### src/rtl/ptr_pkg.sv
package ptr_pkg;
  localparam int MODE_W = 3;

  typedef enum logic [MODE_W-1:0] {
    AM_PLAIN   = 3'd0,
    AM_POSTINC = 3'd1,
    AM_POSTDEC = 3'd2,
    AM_PREINC  = 3'd3,
    AM_OFFSET  = 3'd4
  } acc_mode_e;
endpackage

### src/rtl/ptr_calc.sv
module ptr_calc #(
  parameter int AW = 12,
  parameter int DW = 8
) (
  input  logic [AW-1:0]             cur,
  input  logic [ptr_pkg::MODE_W-1:0] mode,
  input  logic [DW-1:0]             wreg,
  output logic [AW-1:0]             ea,
  output logic [AW-1:0]             nxt,
  output logic                      upd
);
  import ptr_pkg::*;

  localparam int EXT = AW - DW;

  logic [AW-1:0] inc_v;
  logic [AW-1:0] dec_v;
  logic [AW-1:0] ofs_v;

  assign inc_v = cur + AW'(1);
  assign dec_v = cur - AW'(1);
  assign ofs_v = cur + {{EXT{wreg[DW-1]}}, wreg};

  always_comb begin
    ea  = cur;
    nxt = cur;
    upd = 1'b0;
    case (acc_mode_e'(mode))
      AM_POSTINC: begin nxt = inc_v; upd = 1'b1; end
      AM_POSTDEC: begin nxt = dec_v; upd = 1'b1; end
      AM_PREINC:  begin ea = inc_v; nxt = inc_v; upd = 1'b1; end
      AM_OFFSET:  ea = ofs_v;
      default:    ea = cur;
    endcase
  end
endmodule

### src/rtl/ptr_reg.sv
module ptr_reg #(
  parameter int AW = 12,
  parameter int DW = 8
) (
  input  logic          clk,
  input  logic          rst,
  input  logic          ld,
  input  logic [AW-1:0] ld_val,
  input  logic          wr_lo,
  input  logic          wr_hi,
  input  logic [DW-1:0] wr_data,
  input  logic          upd,
  input  logic [AW-1:0] nxt,
  output logic [AW-1:0] q
);
  localparam int HIW = AW - DW;

  always_ff @(posedge clk) begin
    if (rst) begin
      q <= '0;
    end else if (ld) begin
      q <= ld_val;
    end else if (wr_hi) begin
      q[AW-1:DW] <= wr_data[HIW-1:0];
    end else if (wr_lo) begin
      q[DW-1:0] <= wr_data;
    end else if (upd) begin
      q <= nxt;
    end
  end

  a_r2_full_load: assert property (@(posedge clk) disable iff (rst)
    ld |=> q == $past(ld_val));

  a_r12_byte_beats_step: assert property (@(posedge clk) disable iff (rst)
    (!ld && wr_lo && !wr_hi) |=> (q[DW-1:0] == $past(wr_data)) && (q[AW-1:DW] == $past(q[AW-1:DW])));

  a_r3_hi_keeps_lo: assert property (@(posedge clk) disable iff (rst)
    (!ld && wr_hi) |=> q[DW-1:0] == $past(q[DW-1:0]));

  a_r6_idle_hold: assert property (@(posedge clk) disable iff (rst)
    (!ld && !wr_lo && !wr_hi && !upd) |=> $stable(q));
endmodule

### src/rtl/ptr_addr_unit.sv
module ptr_addr_unit #(
  parameter int AW   = 12,
  parameter int DW   = 8,
  parameter int NPTR = 3,
  parameter int SELW = 2
) (
  input  logic                       clk,
  input  logic                       rst,
  input  logic                       acc_en,
  input  logic [SELW-1:0]            acc_sel,
  input  logic [ptr_pkg::MODE_W-1:0] acc_mode,
  input  logic [DW-1:0]              wreg,
  input  logic                       ld_en,
  input  logic                       wr_en,
  input  logic                       wr_hi,
  input  logic [SELW-1:0]            wr_sel,
  input  logic [DW-1:0]              wr_data,
  input  logic [AW-1:0]              ld_val,
  input  logic [SELW-1:0]            rd_sel,
  input  logic                       rd_hi,
  output logic [AW-1:0]              addr_out,
  output logic                       addr_vld,
  output logic [DW-1:0]              rd_data
);
  import ptr_pkg::*;

  localparam int HIW = AW - DW;
  localparam logic [SELW-1:0] LAST = SELW'(NPTR - 1);

  logic [AW-1:0] ptr_q [NPTR];
  logic [AW-1:0] cur;
  logic [AW-1:0] cur_rd;
  logic [AW-1:0] ea;
  logic [AW-1:0] nxt;
  logic          upd;
  logic          acc_ok;
  logic          wr_ok;

  assign acc_ok = acc_en && (acc_sel <= LAST);
  assign wr_ok  = wr_sel <= LAST;
  assign cur    = (acc_sel <= LAST) ? ptr_q[acc_sel] : '0;
  assign cur_rd = (rd_sel <= LAST) ? ptr_q[rd_sel] : '0;

  ptr_calc #(.AW(AW), .DW(DW)) u_calc (
    .cur  (cur),
    .mode (acc_mode),
    .wreg (wreg),
    .ea   (ea),
    .nxt  (nxt),
    .upd  (upd)
  );

  for (genvar i = 0; i < NPTR; i++) begin : g_ptr
    logic hit_w;
    logic hit_a;
    assign hit_w = wr_ok && (wr_sel == SELW'(i));
    assign hit_a = acc_ok && (acc_sel == SELW'(i));

    ptr_reg #(.AW(AW), .DW(DW)) u_reg (
      .clk     (clk),
      .rst     (rst),
      .ld      (hit_w && ld_en),
      .ld_val  (ld_val),
      .wr_lo   (hit_w && wr_en && !wr_hi),
      .wr_hi   (hit_w && wr_en && wr_hi),
      .wr_data (wr_data),
      .upd     (hit_a && upd),
      .nxt     (nxt),
      .q       (ptr_q[i])
    );
  end

  always_ff @(posedge clk) begin
    if (rst) begin
      addr_out <= '0;
      addr_vld <= 1'b0;
      rd_data  <= '0;
    end else begin
      addr_vld <= acc_ok;
      if (acc_ok) addr_out <= ea;
      rd_data  <= rd_hi ? {{(DW-HIW){1'b0}}, cur_rd[AW-1:DW]} : cur_rd[DW-1:0];
    end
  end

  a_r5_valid_follows: assert property (@(posedge clk) disable iff (rst)
    acc_ok |=> addr_vld);

  a_r13_bad_sel_quiet: assert property (@(posedge clk) disable iff (rst)
    (acc_en && acc_sel > LAST) |=> !addr_vld);

  a_r4_hi_upper_zero: assert property (@(posedge clk) disable iff (rst)
    $past(rd_hi) |-> rd_data[DW-1:HIW] == '0);

  a_r7_postinc_step: assert property (@(posedge clk) disable iff (rst)
    (acc_ok && acc_mode == AM_POSTINC && !(wr_ok && wr_sel == acc_sel && (ld_en || wr_en)))
    |=> ptr_q[$past(acc_sel)] == addr_out + AW'(1));

  a_r10_offset_keeps_ptr: assert property (@(posedge clk) disable iff (rst)
    (acc_ok && acc_mode == AM_OFFSET && !(wr_ok && wr_sel == acc_sel && (ld_en || wr_en)))
    |=> ptr_q[$past(acc_sel)] == $past(cur));
endmodule

### config.mk
export PLATFORM = sky130hd
export DESIGN_NAME = ptr_addr_unit
export DESIGN_NICKNAME = d
export VERILOG_FILES = /design/src/rtl/ptr_pkg.sv /design/src/rtl/ptr_calc.sv /design/src/rtl/ptr_reg.sv /design/src/rtl/ptr_addr_unit.sv
export SDC_FILE = /design/constraint.sdc
export NUM_CORES = 1
export LEC_CHECK = 0
export BUFFER_PORTS_ARGS = -buffer_cell sky130_fd_sc_hd__buf_2
export CORE_MARGIN = 2
export CORE_UTILIZATION = 25
export DETAILED_ROUTE_END_ITERATION = 7
export GPL_TIMING_DRIVEN = 0
export SLEW_MARGIN = 10
export SYNTH_ARGS = -nofsm -noshare
export SYNTH_HDL_FRONTEND = slang
export SYNTH_HIERARCHICAL = 1
export SYNTH_SLANG_ARGS = --single-unit
export TNS_END_PERCENT = 50
### constraint.sdc
create_clock -name clk -period 8.39 [get_ports clk]
set_input_delay 1.2585 -clock clk [delete_from_list [all_inputs] [get_ports clk]]
set_output_delay 1.2585 -clock clk [all_outputs]
set_load 0.1 [all_outputs]
[Yosys cells after proc, flatten, opt, wreduce, memory -nomap -nowiden]
Index checks and enable logic that the tools add are counted.
W data, S select, Z words.
Storage, ports and cells
  flip-flop bits (word level): 57
  bits in latches: 0
  RAM bits: 0
  memory bits (read-only): 0
  input bits: 44
  output and inout bits: 21
  logic and storage cells: 105
  memories kept: 0
Cells by class
  add/subtract/negate cells: 3
  $mul: 0
  divide/modulo/power cells: 0
  order comparisons: 5
  equal/unequal tests: 14
  shift-type cells: 0
  mux-type cells: 30
  bitwise gates (word level): 3
  reductions and logical operators: 40
Operators with widths (count)
  $mux W12: 12
  $bmux W12 S2: 2
  $mux W8: 6
  $pmux W12 S2: 2
  $mux W4: 7
  $logic_and A1 B1 Y1: 22
  $reduce_bool A3 Y1: 6
  $add A12 B1 Y12 const B: 1
  $add A12 B12 Y12: 1
  $reduce_and A2 Y1: 6
  $sub A12 B1 Y12 const B: 1
  $ne A3 B2 Y1 const B: 3
  $eq A3 B2 Y1 const B: 2
  $ge A3 B3 Y1 const B: 2
  $le A2 B2 Y1 const B: 3
  $ne A2 B1 Y1 const B: 3
  $not A2 Y3: 2
  $reduce_or A3 Y1: 2
  $eq A2 B1 Y1 const B: 2
  $eq A2 B2 Y1 const B: 2
  $logic_not A2 Y1: 2
  $eq A3 B1 Y1 const B: 1
  $eq A3 B3 Y1 const B: 1
  $reduce_or A2 Y1: 1
  other kinds (3): 3

[Longest topological paths before layout]
Gate-level depths: netlist (run 1).
  depth after elaboration: 11
  depth in mapped cells: 15
  gate-level depth less buffers: 14

[By module]
The synthesis (run 1) kept the hierarchy.
Modules (own cells, without submodules)
  ptr_reg: instances 3, cells each 78, area an instance 734.5 sq um, sequential area each 240.2 sq um
  ptr_addr_unit: instances 1, cells each 166, area an instance 1310.0 sq um, sequential area each 420.4 sq um
  ptr_calc: instances 1, cells each 183, area an instance 1186.1 sq um, sequential area each 0.0 sq um

[Worst setup path after synthesis (run 1)]
Ideal clock, no wire load.
  kind: input -> register
  start point: input port acc_sel[0]
  end point: register g_ptr[0].u_reg.q[10]
  setup time: 124 ps
  data arrival time: 4149 ps
  data required time: 8266 ps
  path slack: 4117 ps
  stages: 14
  buffers on the path: 3
  cell sequence: buf_2 buf_4 mux2i_1 o21ai_0 buf_6 or4_4 or3_1 or3_4 nor3_1 a21oi_1 xnor2_1 mux2_1 o221ai_1 a21oi_1
On the way
  cells in the longest elaborated chain, start to end: 11
  elaborated cells between the ends (all ways): 19
  classes of those cells: 2 x add/sub; 1 x order compare; 9 x mux; 1 x bitwise; 6 x reduce/logical
Ends and longest elaborated chain
  start: declaration: RTL line ptr_addr_unit.sv:10  | input logic [SELW-1:0] acc_sel,
  $not A2 Y3 (implied by the code): RTL line ptr_addr_unit.sv:41  | assign cur = (acc_sel <= LAST) ? ptr_q[acc_sel] : '0;
  $bmux W12 S2: RTL line ptr_addr_unit.sv:41
  $mux W12 (implied by the code) (2 in a row): RTL line ptr_addr_unit.sv:41
  $mux W12 (*): RTL line ptr_addr_unit.sv:41
  named net cur[3]: RTL line ptr_addr_unit.sv:31  | logic [AW-1:0] cur;
  $add A12 B1 Y12 / $sub A12 B1 Y12 (equally long branches): RTL line ptr_calc.sv:20, ptr_calc.sv:21
  $pmux W12 S2 (*): RTL line ptr_calc.sv:28  | case (acc_mode_e'(mode))
  named net nxt[10]: RTL line ptr_addr_unit.sv:34  | logic [AW-1:0] nxt;
  $mux W12 (*): RTL line ptr_reg.sv:27  | end else if (upd) begin
  $mux W4 (*): RTL line ptr_reg.sv:25  | end else if (wr_lo) begin
  $mux W4 (*): RTL line ptr_reg.sv:23  | end else if (wr_hi) begin
  $mux W12 (*): RTL line ptr_reg.sv:21  | end else if (ld) begin
  end signal: assignment: RTL line ptr_reg.sv:22  | q <= ld_val;
  end signal: indexed assignment: RTL line ptr_reg.sv:24  | q[AW-1:DW] <= wr_data[HIW-1:0];
  end signal: indexed assignment: RTL line ptr_reg.sv:26  | q[DW-1:0] <= wr_data;
  end: declaration: RTL line ptr_reg.sv:14  | output logic [AW-1:0] q
Mark *: on every way through the listed nets, which the timed path passes. The rest lies on a longest branch. The select of a mux whose other input is x is not followed.
A chain may end at the register's enable or synchronous reset.

[Final worst setup path (run 1)]
  start point: input port acc_sel[0]
  end point: register g_ptr[1].u_reg.q[10]
On the way
  cells in the longest elaborated chain, start to end: 11
  elaborated cells between the ends (all ways): 19
  classes of those cells: 2 x add/sub; 1 x order compare; 1 x eq/ne; 9 x mux; 1 x bitwise; 5 x reduce/logical
Ends and longest elaborated chain (RTL line)
  $not A2 Y3 (implied by the code): ptr_addr_unit.sv:41
  $bmux W12 S2: ptr_addr_unit.sv:41
  $mux W12 (implied by the code) (2 in a row): ptr_addr_unit.sv:41
  $mux W12 (*): ptr_addr_unit.sv:41
  named net cur[3]: ptr_addr_unit.sv:31
  $add A12 B1 Y12 / $sub A12 B1 Y12 (equally long branches): ptr_calc.sv:20, ptr_calc.sv:21
  $pmux W12 S2 (*): ptr_calc.sv:28
  named net nxt[10]: ptr_addr_unit.sv:34
  $mux W12 (*): ptr_reg.sv:27
  $mux W4 (*): ptr_reg.sv:25
  $mux W4 (*): ptr_reg.sv:23
  $mux W12 (*): ptr_reg.sv:21
  end signal: assignment: ptr_reg.sv:22
  end signal: indexed assignment: ptr_reg.sv:24
  end signal: indexed assignment: ptr_reg.sv:26
  end: declaration: ptr_reg.sv:14
Marks and branches as above.

==> key figures, run 1 <==
GRT
  • Initial antenna violation count: 0
  • Global-route wire length before repair: 22090 um
  • Overall Global Routing Usage: 0.1409
  • Vias in the first global route: 4175
  • Grt ovf: 0
  • Largest net degree at the start of global routing: 23

Final layout
  • Layout overhead on the synthesized area: 19.01%
  • Multi-input gate area: 0.003213 mm^2
  • Util after Layout: 0.3010
  • Antenna diode count: 0
  • Layout cells sized above 1: 0.2170
  • Nets: slightly above 700
  • Fillers: between 1500 and 2000
  • Sequential cell area: 0.001141 mm^2

Floorplanning
  • Die W: 141.1 um
  • Row count: 50
  • Ports: 65
  • Die footprint: 0.01991 mm^2
  • Die height: 141.1 um
  • Initial Utilization: 0.2529
  • Core area: 0.01858 mm^2

Synth
  • Synth unique cells: 53
  • Number of flops mapped to enable cells by yosys: 0
  • Synthesized flop and latch total: 57
  • Ys async rst share: 0
  • Yosys warns: 6
  • Seq/Total Area, Yosys: 0.2428
  • Syn_nets: 641
  • Largest cells by area after synthesis: dfxtp_1 (24%), mux2i_1 (10%), o221ai_2 (7.7%), nand2_1 (6.2%), a21oi_1 (4.7%)
  • Avg Cell Area, Syn: 8.061 um^2
  • Top-area cell type share of the netlist area: 0.2428
  • Synth Instances: 583
  • Synth Flop Type: dfxtp_1
  • Synthesized area: 0.004700 mm^2
  • Post-synth top area cell: dfxtp_1

Setup path
  • Data arrival, critical path: around 4700 ps
  • Worst endpoint required time: roughly 8600 ps
  • Critical path capture point type: register
  • Crit Path Class: input pin to register
  • Crit-path slowest cell: or4_4
  • Critical path launch point type: input pin
  • Crit-path max cell delay: 550 ps
  • Crit path top cell by count: a21oi_1
  • Critical path fanouts, max: 10
  • Buf/Inv on CP: 3
  • CP delay by family, top: simple AND/OR/NAND/NOR gates
  • Ordered list of cells on the worst path: buf_2 -> buf_4 -> mux2i_1 -> o21ai_0 -> buf_6 -> or4_4 -> or3_1 -> or3_4 -> nor3_1 -> a21oi_1 -> xnor2_1 -> mux2_1 -> o221ai_1 -> a21oi_1

Pwr
  • Worst vdd ir: 0.09478 mV
  • Lkg Pwr: about 2.2 nW
  • Pwr dens: 153.2 mW/mm^2

Clock tree
  • Longest Clk Path Bufs: 2
  • CTS resizes: 0
  • CTS Hold Buffers Added: 0
  • Total setup buffers inserted after CTS: 0
  • CTS tree: yes
  • Worst-path clk slew: roughly 50 ps
  • TritonCTS buffer count: 9
  • Htree depth: 3
  • Worst-skew pair later-pin latency: 340 ps
  • CTS Root Cell: clkbuf_16
  • Clk sink count: 57

Status
  • Status: completed

Drt
  • DR vias: 4393
  • Routed Antenna Nets: 0
  • Post-Route WL: about 14000 um
  • Drt wl/cell: 15.65 um
  • Drt initial violations: 248
  • # DRC: 0
  • Drt pass-1 iters: 5
  • Vias per cell: 4.919

STA
  • Final Critical Period: 4503 ps
  • Worst Max-Slew Pin Slew: 1086 ps
  • RSZ-0062 raised after global routing: no
  • Final setup fails: 0
  • Pins over their slew limit: 0
  • Final Hold Vio Count: 0
  • TNS Setup: 0 ps
  • Final Skew: 15.82 ps
  • Fin crit share: 0.5367
  • Slew Limit Headroom: 0.2686
  • Fmax: ~220 MHz

Place
  • Dpl hpwl: 11350 um
  • Port buffer count: 61
  • RePlAce Congestion: 0.8354

Hold path
  • Hold Path Class: register to register

Run
  • Max-cap viol count: 0
==> sequential cells by signal (all words and copies together), names as in the netlist <==
register and cells:
rd_data 8, addr_out 12, addr_vld 1, g_ptr.u_reg/q 36
==> where the power goes <==
group	total, mW	internal [mW]	switching, mW
Clock	0.370	0.235	0.135
Combinational	0.194	0.0691	0.125
Sequential	0.292	0.283	0.00953
Total	0.857	0.587	0.270
==> worst min-delay path, cell delays in order, from the launching register on <==
cell	delay (ps)
dfxtp_1	300
nand2_1	50
a21oi_1	50
==> cell usage in the layout, fill, tap and decap left out, types with 3 or more instances in the layout <==
| master | netlist | routed |
|---|---|---|
| or3_1 | 4 | 4 |
| and3_1 | 5 | 5 |
| ha_1 | 13 | 13 |
| a21oi_1 | 44 | 44 |
| mux2_1 | 6 | 6 |
| nor2_1 | 38 | 38 |
| nor3_1 | 12 | 12 |
| nand2b_1 | 20 | 20 |
| nand4_1 | 4 | 4 |
| o221ai_1 | 15 | 15 |
| nand2_1 | 78 | 78 |
| nand3_1 | 17 | 17 |
| a21o_1 | 3 | 3 |
| xnor2_1 | 6 | 6 |
| buf_2 | 9 | 70 |
| buf_6 | 10 | 10 |
| a22oi_1 | 6 | 6 |
| or2_4 | 3 | 3 |
| o21ai_2 | 3 | 3 |
| mux2i_1 | 49 | 49 |
| buf_1 | 4 | 4 |
| xor2_1 | 17 | 17 |
| and2_1 | 6 | 6 |
| o2bb2ai_1 | 4 | 4 |
| inv_1 | 29 | 29 |
| clkbuf_16 | 0 | 9 |
| o21ai_0 | 32 | 32 |
| o311a_1 | 4 | 4 |
| nor2b_1 | 12 | 12 |
| o221ai_2 | 24 | 24 |
| mux2_2 | 9 | 9 |
| dfxtp_1 | 57 | 57 |
| clkbuf_1 | 13 | 13 |
==> cell usage after synthesis (all sizes together) (16+ instances only) <==
cell     n
nor2    38
nand2b  20
o21ai   35
o221ai  39
dfxtp   57
nand2   78
nand3   17
mux2i   49
inv     29
mux2    16
xor2    17
a21oi   44
buf     25
==> stage by stage <==
| stage | total power, mW | worst slack, ps | hold WS (ps) | std cells | cell area (um^2) |
|---|---|---|---|---|---|
| floorplan | 0.4362 | 4117 | 450.6 | 583 | 4700 |
| global placement | 0.4891 | 3576 | 441.2 | 878 | 5298 |
| detailed placement | 0.4900 | 3585 | 444.6 | 878 | 5298 |
| CTS | 0.8608 | 3926 | 451.0 | 893 | 5593 |
| global route | 0.8899 | 3740 | 468.3 | 893 | 5593 |
| finish | 0.8569 | 3887 | 447.5 | 893 | 5593 |
==> area by class of cell <==
| cell class | count | share of cell area |
|---|---|---|
| buffer | 38 | 0.04228 |
| clock inverter | 5 | 0.01007 |
| timing repair buffer | 61 | 0.05459 |
| sequential | 57 | 0.2040 |
| inverter | 29 | 0.01946 |
| clock buffer | 10 | 0.04273 |
| tap | 234 | 0.05235 |
| multi-input combinational | 459 | 0.5745 |
==> routing by layer <==
metal / GRT usage / wire length, um / up-vias
met5: 0 / 0 / -
met3: 0.03159 / 650 / 10
li1: - / - / 2239
met4: 0.02684 / 137 / 0
met1: 0.1961 / 6951 / 2027
met2: 0.2246 / 6236 / 117
==> final timing paths <==
path / start / to / slack (ps) / cells past startpoint
max: acc_sel[0] / g_ptr[1].u_reg/q[10] / 3890 / 14
min: addr_out[5] / addr_out[5] / 450 / 2
max reg2reg: g_ptr[1].u_reg/q[3] / g_ptr[1].u_reg/q[10] / 5010 / 12
min reg2reg: addr_out[5] / addr_out[5] / 450 / 2
==> kinds of logic (layout without fill, tap and decap cells) <==
group | after synthesis | after routing | share of synthesized area
flops | 57 | 57 | 0.2428
fa+ha+maj | 14 | 14 | 0.03887
buf+inv | 67 | 143 | 0.07348
simple gates | 209 | 209 | 0.2141
compound gates | 148 | 148 | 0.2444
xor+xnor | 23 | 23 | 0.04286
mux | 65 | 65 | 0.1435
Note: power is estimated with default switching activity, not from simulation.
==> run 2, diff against run 1 <==
--- a/config.mk
+++ b/config.mk
@@ -5,6 +5,7 @@
 export SDC_FILE = /design/constraint.sdc
 export NUM_CORES = 1
 export LEC_CHECK = 0
+export ABC_AREA = 1
 export BUFFER_PORTS_ARGS = -buffer_cell sky130_fd_sc_hd__buf_2
 export CORE_MARGIN = 2
 export CORE_UTILIZATION = 25
==> constraint.sdc (replaced) <==
create_clock -name clk -period 4.6 [get_ports clk]
set_input_delay 0.69 -clock clk [delete_from_list [all_inputs] [get_ports clk]]
set_output_delay 0.69 -clock clk [all_outputs]
set_load 0.1 [all_outputs]
==> run 2 against run 1 <==
  * Critical path depth grew 5
  * Register-to-register slack lost 3000 ps
  * Non-clock buffer count shrank 11
  * Global-route usage grew 2.0 points
  * Sequential power grew 92%
  * Synthesized cell count grew 62%
  * Worst setup slack lost 2400 ps
  * Area after synthesis grew 10%
  * Largest cell class unchanged
==> key figures, run 2 <==
Status
  • Status: completed

Clock tree
  • CTS Root Cell: clkbuf_16
  • CTS Hold Buffers Added: 0 (unchanged)
  • Longest Clk Path Bufs: 2 (unchanged)
  • Worst-path clk slew: 50 ps (about the same)
  • CTS resizes: 0 (unchanged)
  • Htree depth: 3 (unchanged)
  • Clk sink count: 57 (unchanged)
  • CTS tree: yes
  • TritonCTS buffer count: 9 (unchanged)
  • Worst-skew pair later-pin latency: 330 ps (about the same)
  • Total setup buffers inserted after CTS: 0 (unchanged)

Synth
  • Seq/Total Area, Yosys: 0.2208 (-0.02199)
  • Yosys warns: 6 (unchanged)
  • Top-count cell post-synth: nand2_1
  • Largest cells by area after synthesis: nand2_1 (25%), dfxtp_1 (22%), nand3_1 (11%), nor2_1 (9.8%), inv_1 (6.9%)
  • Top-area cell type share of the netlist area: 0.2542 (+0.01143)
  • Synth top cells by count: nand2_1 (350), nor2_1 (135), nand3_1 (114)
  • Synth Instances: 942 (+62%)
  • Syn_nets: 1000 (+56%)
  • Synthesized flop and latch total: 57 (unchanged)
  • Synthesized area: 0.005167 mm^2 (+10%)
  • Ys async rst share: 0 (unchanged)
  • Avg Cell Area, Syn: 5.486 um^2 (-32%)
  • Synth unique cells: 38 (-28%)
  • Synth Flop Type: dfxtp_1
  • Post-synth top area cell: nand2_1
  • Number of flops mapped to enable cells by yosys: 0 (unchanged)

Place
  • Port buffer count: 64 (+4.9%)
  • Dpl hpwl: 14480 um (+28%)
  • Post-Place Cell Area: 0.005826 mm^2 (+10%)
  • Placed Cells incl. Taps: 1276 (+45%)
  • RePlAce Congestion: 0.9210 (+10%)
  • Setup WS pre-CTS: 1121 ps (-2464 ps)

Floorplanning
  • Core area: 0.02023 mm^2 (+8.9%)
  • Die height: 147.8 um (+4.7%)
  • Die W: 147.8 um (+4.7%)
  • Die footprint: 0.02184 mm^2 (+9.7%)
  • Initial Utilization: 0.2554 (+0.002450)
  • Ports: 65 (unchanged)
  • Row count: 52 (+4.0%)

Drt
  • Post-Route WL: 17470 um (+25%)
  • Drt pass-1 iters: 5 (unchanged)
  • Vias per cell: 4.667 (-5.1%)
  • Drt wl/cell: 13.52 um (-14%)
  • # DRC: 0 (unchanged)
  • Routed Antenna Nets: 0 (unchanged)
  • Drt initial violations: 564 (+130%)
  • DR vias: 6030 (+37%)

GRT
  • Global-route wire length before repair: 27830 um (+26%)
  • Overall Global Routing Usage: 0.1608 (+0.01989)
  • Largest net degree at the start of global routing: 12 (-48%)
  • Grt ovf: 0 (unchanged)
  • Vias in the first global route: 5339 (+28%)
  • Initial antenna violation count: 0 (unchanged)

STA
  • Final Hold Vio Count: 0 (unchanged)
  • TNS Setup: 0 ps (unchanged)
  • Slew Limit Headroom: 0.4909 (+0.2223)
  • Final setup fails: 0 (unchanged)
  • Fmax: roughly 320 MHz
  • Final Skew: 6.973 ps (-8.850 ps)
  • Final Critical Period: 3152 ps
  • Worst Max-Slew Pin Slew: 760.3 ps (-325.4 ps)
  • Final WS setup: 1448 ps (-2438 ps)
  • Fin crit share: 0.6851
  • Pins over their slew limit: 0 (unchanged)
  • RSZ-0062 raised after global routing: no

Run
  • Max-cap viol count: 0 (unchanged)

Setup path
  • Critical path fanouts, max: 8 (-2)
  • Worst flop-to-flop path startpoint: g_ptr[1].u_reg/q[5]
  • Ordered list of cells on the worst path: buf_2 -> inv_1 -> nand2_1 -> inv_1 -> nand2_1 -> nand3_1 -> ha_1 -> inv_1 -> fa_1 -> inv_1 -> nand3_1 -> nand3_1 -> nand2_1 -> nand2_1 -> nand2_1 -> nand3_1 -> nand3_1 -> o21ai_1 -> nor2_1
  • End of the worst register-to-register path: g_ptr[2].u_reg/q[11]
  • Buf/Inv on CP: 5 (+2)
  • CP delay by family, top: simple AND/OR/NAND/NOR gates
  • Critical path launch point type: input pin
  • Data arrival, critical path: 3380 ps (-1330 ps)
  • Cell count of the worst reg-to-reg path: 15 (+3)
  • Crit-path slowest cell: fa_1
  • Reg2reg setup slack: 1980 ps (-3030 ps)
  • Critical path capture point type: register
  • Crit-path max cell delay: 400 ps (-150 ps)
  • Crit Path Class: input pin to register
  • Worst endpoint required time: 4820 ps (-3780 ps)

Hold path
  • Hold Crit Depth: 2 (unchanged)
  • Hold Path Class: register to register
  • Worst hold start: addr_out[7]
  • Hold endpoint: addr_out[7]

Pwr
  • Pwr dens: 289.3 mW/mm^2 (+89%)
  • Lkg Pwr: 2.990 nW (+39%)
  • Worst vdd ir: 0.1905 mV (+100%)

Final layout
  • Top reg by flops: g_ptr.u_reg/q
  • Layout overhead on the synthesized area: 18.21%
  • Fillers: 2321 (+16%)
  • Layout cells sized above 1: 0.1399 (-0.07707)
  • Largest register FFs: 36 (unchanged)
  • Most frequent cells in the layout: nand2_1 (350), nor2_1 (135), nand3_1 (114), inv_1 (95), buf_2 (77)
  • Fin area: 0.006108 mm^2 (+9.2%)
  • Most common cell after layout, fill and taps aside: nand2_1
  • Biggest regs: g_ptr.u_reg/q x36, addr_out x12, rd_data x8
  • Layout Cells excl Fill: 1292 (+45%)
  • Nets: 1075 (+51%)
  • Antenna diode count: 0 (unchanged)
run 2: cell type report:
cell class	count	area, um^2	share of cell area
Buffer	24	146.4	0.02397
Sequential cell	57	1141	0.1868
Clock buffer	10	239.0	0.03912
Multi-Input combinational cell	753	3475	0.5688
Clock inverter	6	43.79	0.007169
Timing Repair Buffer	64	320.3	0.05244
Tap cell	270	337.8	0.05531
Inverter	108	405.4	0.06637
run 2: worst min-delay path: stages, from the launching register on:
cell     delay, ps
dfxtp_1        310
nor2_1          40
nor2_1          80
run 2: per-layer routing:
metal  up-vias  part of all wire  track usage
met5         -                 0            0
met2       213              0.41       0.2381
met4         0             0.026      0.05865
li1       3146                 -            -
met1      2645              0.49       0.2311
met3        26             0.071      0.03025
run 2: worst max-delay path by stage:
stage,from,end,slack [ps],depth (start not counted)
6_report,acc_sel[1],addr_out[8],1450,19
5_1_grt,acc_sel[1],addr_out[8],1160,19
4_1_cts,acc_sel[1],addr_out[8],1460,19
3_5_place_dp,acc_sel[1],addr_out[8],1120,19
3_3_place_gp,acc_sel[1],addr_out[8],1120,19
2_1_floorplan,acc_sel[1],addr_out[6],1870,18
run 2: logic make-up (layout without fill, tap and decap cells):
group,after synthesis,after routing,share of synthesized area
buffers and inverters,132,212,0.1068
adder cells (fa/ha/maj),14,14,0.03535
flip-flops,57,57,0.2208
XOR/XNOR,6,6,0.01017
AO/OA/AOI/OAI,93,93,0.1065
AND/OR/NAND/NOR,640,640,0.5203
run 2: report_power, final:
group | internal [mW] | switching [mW] | total, mW
sequential | 0.533 | 0.0288 | 0.562
combinational | 0.168 | 0.418 | 0.586
clock | 0.379 | 0.240 | 0.618
run 2: through the flow:
stage	hold slack, ps	util	power [mW]
2_1_floorplan	475.8	-	0.9883
3_3_place_gp	458.2	0.2879	1.146
3_5_place_dp	466.3	0.2879	1.150
4_1_cts	478.5	0.3019	1.778
5_1_grt	502.8	0.3019	1.873
6_report	469.8	0.3019	1.767
==> run 3, diff against run 2 <==
==> constraint.sdc (replaced) <==
create_clock -name clk -period 3.2 [get_ports clk]
set_input_delay 0.48 -clock clk [delete_from_list [all_inputs] [get_ports clk]]
set_output_delay 0.48 -clock clk [all_outputs]
set_load 0.1 [all_outputs]
==> run 3 against run 2 <==
  * Design area is the same
  * Flip-flop and latch count is the same
  * Power grew 44%
  * Clock-buffer cell count is the same
  * Clock power grew 44%
  * Global-route usage is the same
  * Combinational power grew 44%
  * Register-to-register slack lost 1400 ps
  * Worst hold slack is essentially flat
  * Via count shrank 0.78%
  * Critical path type unchanged
  * Critical endpoint unchanged
  * Largest cell class unchanged
  * Highest routed layer unchanged
==> key figures, run 3 (synthesized netlist as in run 2, its figures left out) <==
Status
  • Status: completed

Drt
  • Drt initial violations: 566 (+0.35%)
  • # DRC: 0 (unchanged)
  • Drt pass-1 iters: 5 (unchanged)
  • Post-Route WL: 17470 um (about the same)
  • Vias per cell: 4.631 (-0.78%)
  • Routed Antenna Nets: 0 (unchanged)
  • DR vias: 5983 (-0.78%)
  • Drt wl/cell: 13.52 um (about the same)

Final layout
  • Largest register FFs: 36 (unchanged)
  • Nets: 1075 (unchanged)
  • Antenna diode count: 0 (unchanged)
  • Sequential cell area: 0.001141 mm^2 (unchanged)
  • Most frequent cells in the layout: nand2_1 (350), nor2_1 (135), nand3_1 (114), inv_1 (94), buf_2 (77)
  • Fin area: 0.006108 mm^2 (unchanged)
  • Top reg by flops: g_ptr.u_reg/q
  • Fillers: 2321 (unchanged)
  • Layout cells sized above 1: 0.1409 (+0.0009785)
  • Most common cell after layout, fill and taps aside: nand2_1
  • Layout overhead on the synthesized area: 18.21% (unchanged)
  • Multi-input gate area: 0.003475 mm^2 (unchanged)
  • Biggest regs: g_ptr.u_reg/q x36, addr_out x12, rd_data x8

Run
  • Max-cap viol count: 0 (unchanged)

STA
  • Fin crit share: 0.9069
  • Slew Limit Headroom: 0.4927 (+0.001784)
  • Fmax: between 300 and 400 MHz
  • Final Skew: 7.199 ps (+0.2263 ps)
  • Final setup fails: 0 (unchanged)
  • Worst Max-Slew Pin Slew: 757.6 ps (-2.665 ps)
  • Final Hold Vio Count: 0 (unchanged)
  • RSZ-0062 raised after global routing: no
  • Final WS setup: 298.0 ps (-1150 ps)
  • Final Critical Period: 2902 ps
  • Hold_ws: 469.8 ps (-0.001000 ps)
  • Pins over their slew limit: 0 (unchanged)

Floorplanning
  • Core area: 0.02023 mm^2 (unchanged)
  • Die height: 147.8 um (unchanged)
  • Row count: 52 (unchanged)
  • Ports: 65 (unchanged)
  • Die W: 147.8 um (unchanged)
  • Die footprint: 0.02184 mm^2 (unchanged)
  • Initial Utilization: 0.2554 (unchanged)

Setup path
  • Ordered list of cells on the worst path: buf_2 -> inv_1 -> nor2_1 -> buf_4 -> nand2_1 -> nand3_1 -> ha_1 -> inv_1 -> fa_1 -> inv_1 -> nand3_1 -> nand3_1 -> nand2_1 -> nand2_1 -> nand2_1 -> nand3_1 -> nand3_1 -> o21ai_1 -> nor2_1
  • Crit-path slowest cell: fa_1
  • Crit-path max cell delay: 390 ps (about the same)
  • Critical path launch point type: input pin
  • Critical path fanouts, max: 10 (+2)
  • Crit path top cell by count: nand3_1
  • Worst endpoint required time: 3430 ps (-1390 ps)
  • Critical path capture point type: register
  • Buf/Inv on CP: 5 (unchanged)
  • Reg2reg setup slack: 590 ps (-1390 ps)
  • Data arrival, critical path: 3130 ps (-250 ps)
  • Crit Path Class: input pin to register
  • CP delay by family, top: simple AND/OR/NAND/NOR gates

Clock tree
  • Longest Clk Path Bufs: 2 (unchanged)
  • Worst-skew pair later-pin latency: 330 ps (about the same)
  • TritonCTS buffer count: 9 (unchanged)
  • Worst-path clk slew: 50 ps (about the same)
  • CTS tree: yes
  • Clk sink count: 57 (unchanged)
  • Htree depth: 3 (unchanged)
  • CTS Root Cell: clkbuf_16

GRT
  • Overall Global Routing Usage: 0.1608 (unchanged)
  • Largest net degree at the start of global routing: 12 (unchanged)
  • Vias in the first global route: 5339 (unchanged)
  • Global-route wire length before repair: 27830 um (unchanged)
  • Initial antenna violation count: 0 (unchanged)
  • Grt ovf: 0 (unchanged)

Place
  • Port buffer count: 64 (unchanged)
  • Dpl hpwl: 14480 um (unchanged)
  • Setup WS pre-CTS: -68.89 ps (-1190 ps)
  • Post-Place Cell Area: 0.005826 mm^2 (unchanged)
  • RePlAce Congestion: 0.9210 (unchanged)

Pwr
  • Pwr dens: 415.7 mW/mm^2 (+44%)
  • Lkg Pwr: 2.988 nW (about the same)
  • Worst vdd ir: 0.2747 mV (+44%)

Hold path
  • Hold Path Class: register to register
## run 3: report_power, final
part	switching, mW	internal (mW)	total (mW)
combinational	0.601	0.241	0.843
clock	0.344	0.544	0.888
sequential	0.0416	0.767	0.808
## run 3: layout make-up
class | instances | area share
plain buffers | 24 | 0.02397
clock inverters | 6 | 0.007169
multi-input cells | 753 | 0.5688
repair buffers | 64 | 0.05244
clock buffers | 10 | 0.03912
inverters | 108 | 0.06637
well taps | 270 | 0.05531
flip-flops and latches | 57 | 0.1868
## run 3: worst register-to-register path: cells and delay by family, from the launching register on
family                 cells  cell delay, ps
AOI/OAI and AO/OA          1             630
buffers and inverters      3             430
and+or+nand+nor           11            1110
DFF                        1             330
## run 3: stage by stage
step | total power, mW | setup TNS [ps] | std cells | utilization
4_1_cts | 2.556 | 0 | 1292 | 0.3019
3_3_place_gp | 1.647 | -69.10 | 1276 | 0.2879
2_1_floorplan | 1.421 | 0 | 942 | -
6_report | 2.539 | 0 | 1292 | 0.3019
3_5_place_dp | 1.653 | -79.28 | 1276 | 0.2879
5_1_grt | 2.692 | 0 | 1292 | 0.3019
## run 3: worst paths after layout
kind | startpoint | to | depth (start not counted)
max | acc_sel[1] | addr_out[8] | 19
max reg2reg | g_ptr[1].u_reg/q[5] | g_ptr[2].u_reg/q[11] | 15
min | addr_out[7] | addr_out[7] | 2
min reg2reg | addr_out[7] | addr_out[7] | 2
## run 3: routing by layer
metal | part of all wire | vias to the layer above | GRT usage
met2 | 0.42 | 211 | 0.2381
li1 | - | 3144 | -
met3 | 0.075 | 25 | 0.03025
met5 | 0 | - | 0
met4 | 0.022 | 0 | 0.05865
met1 | 0.49 | 2603 | 0.2311
## run 3: repair_timing
item / CTS / global route
gates resized for setup: 0 / 1
buffers inserted: 0 / 0
endpoints found under the setup margin: 0 / 1
hold buffers: 0 / 0
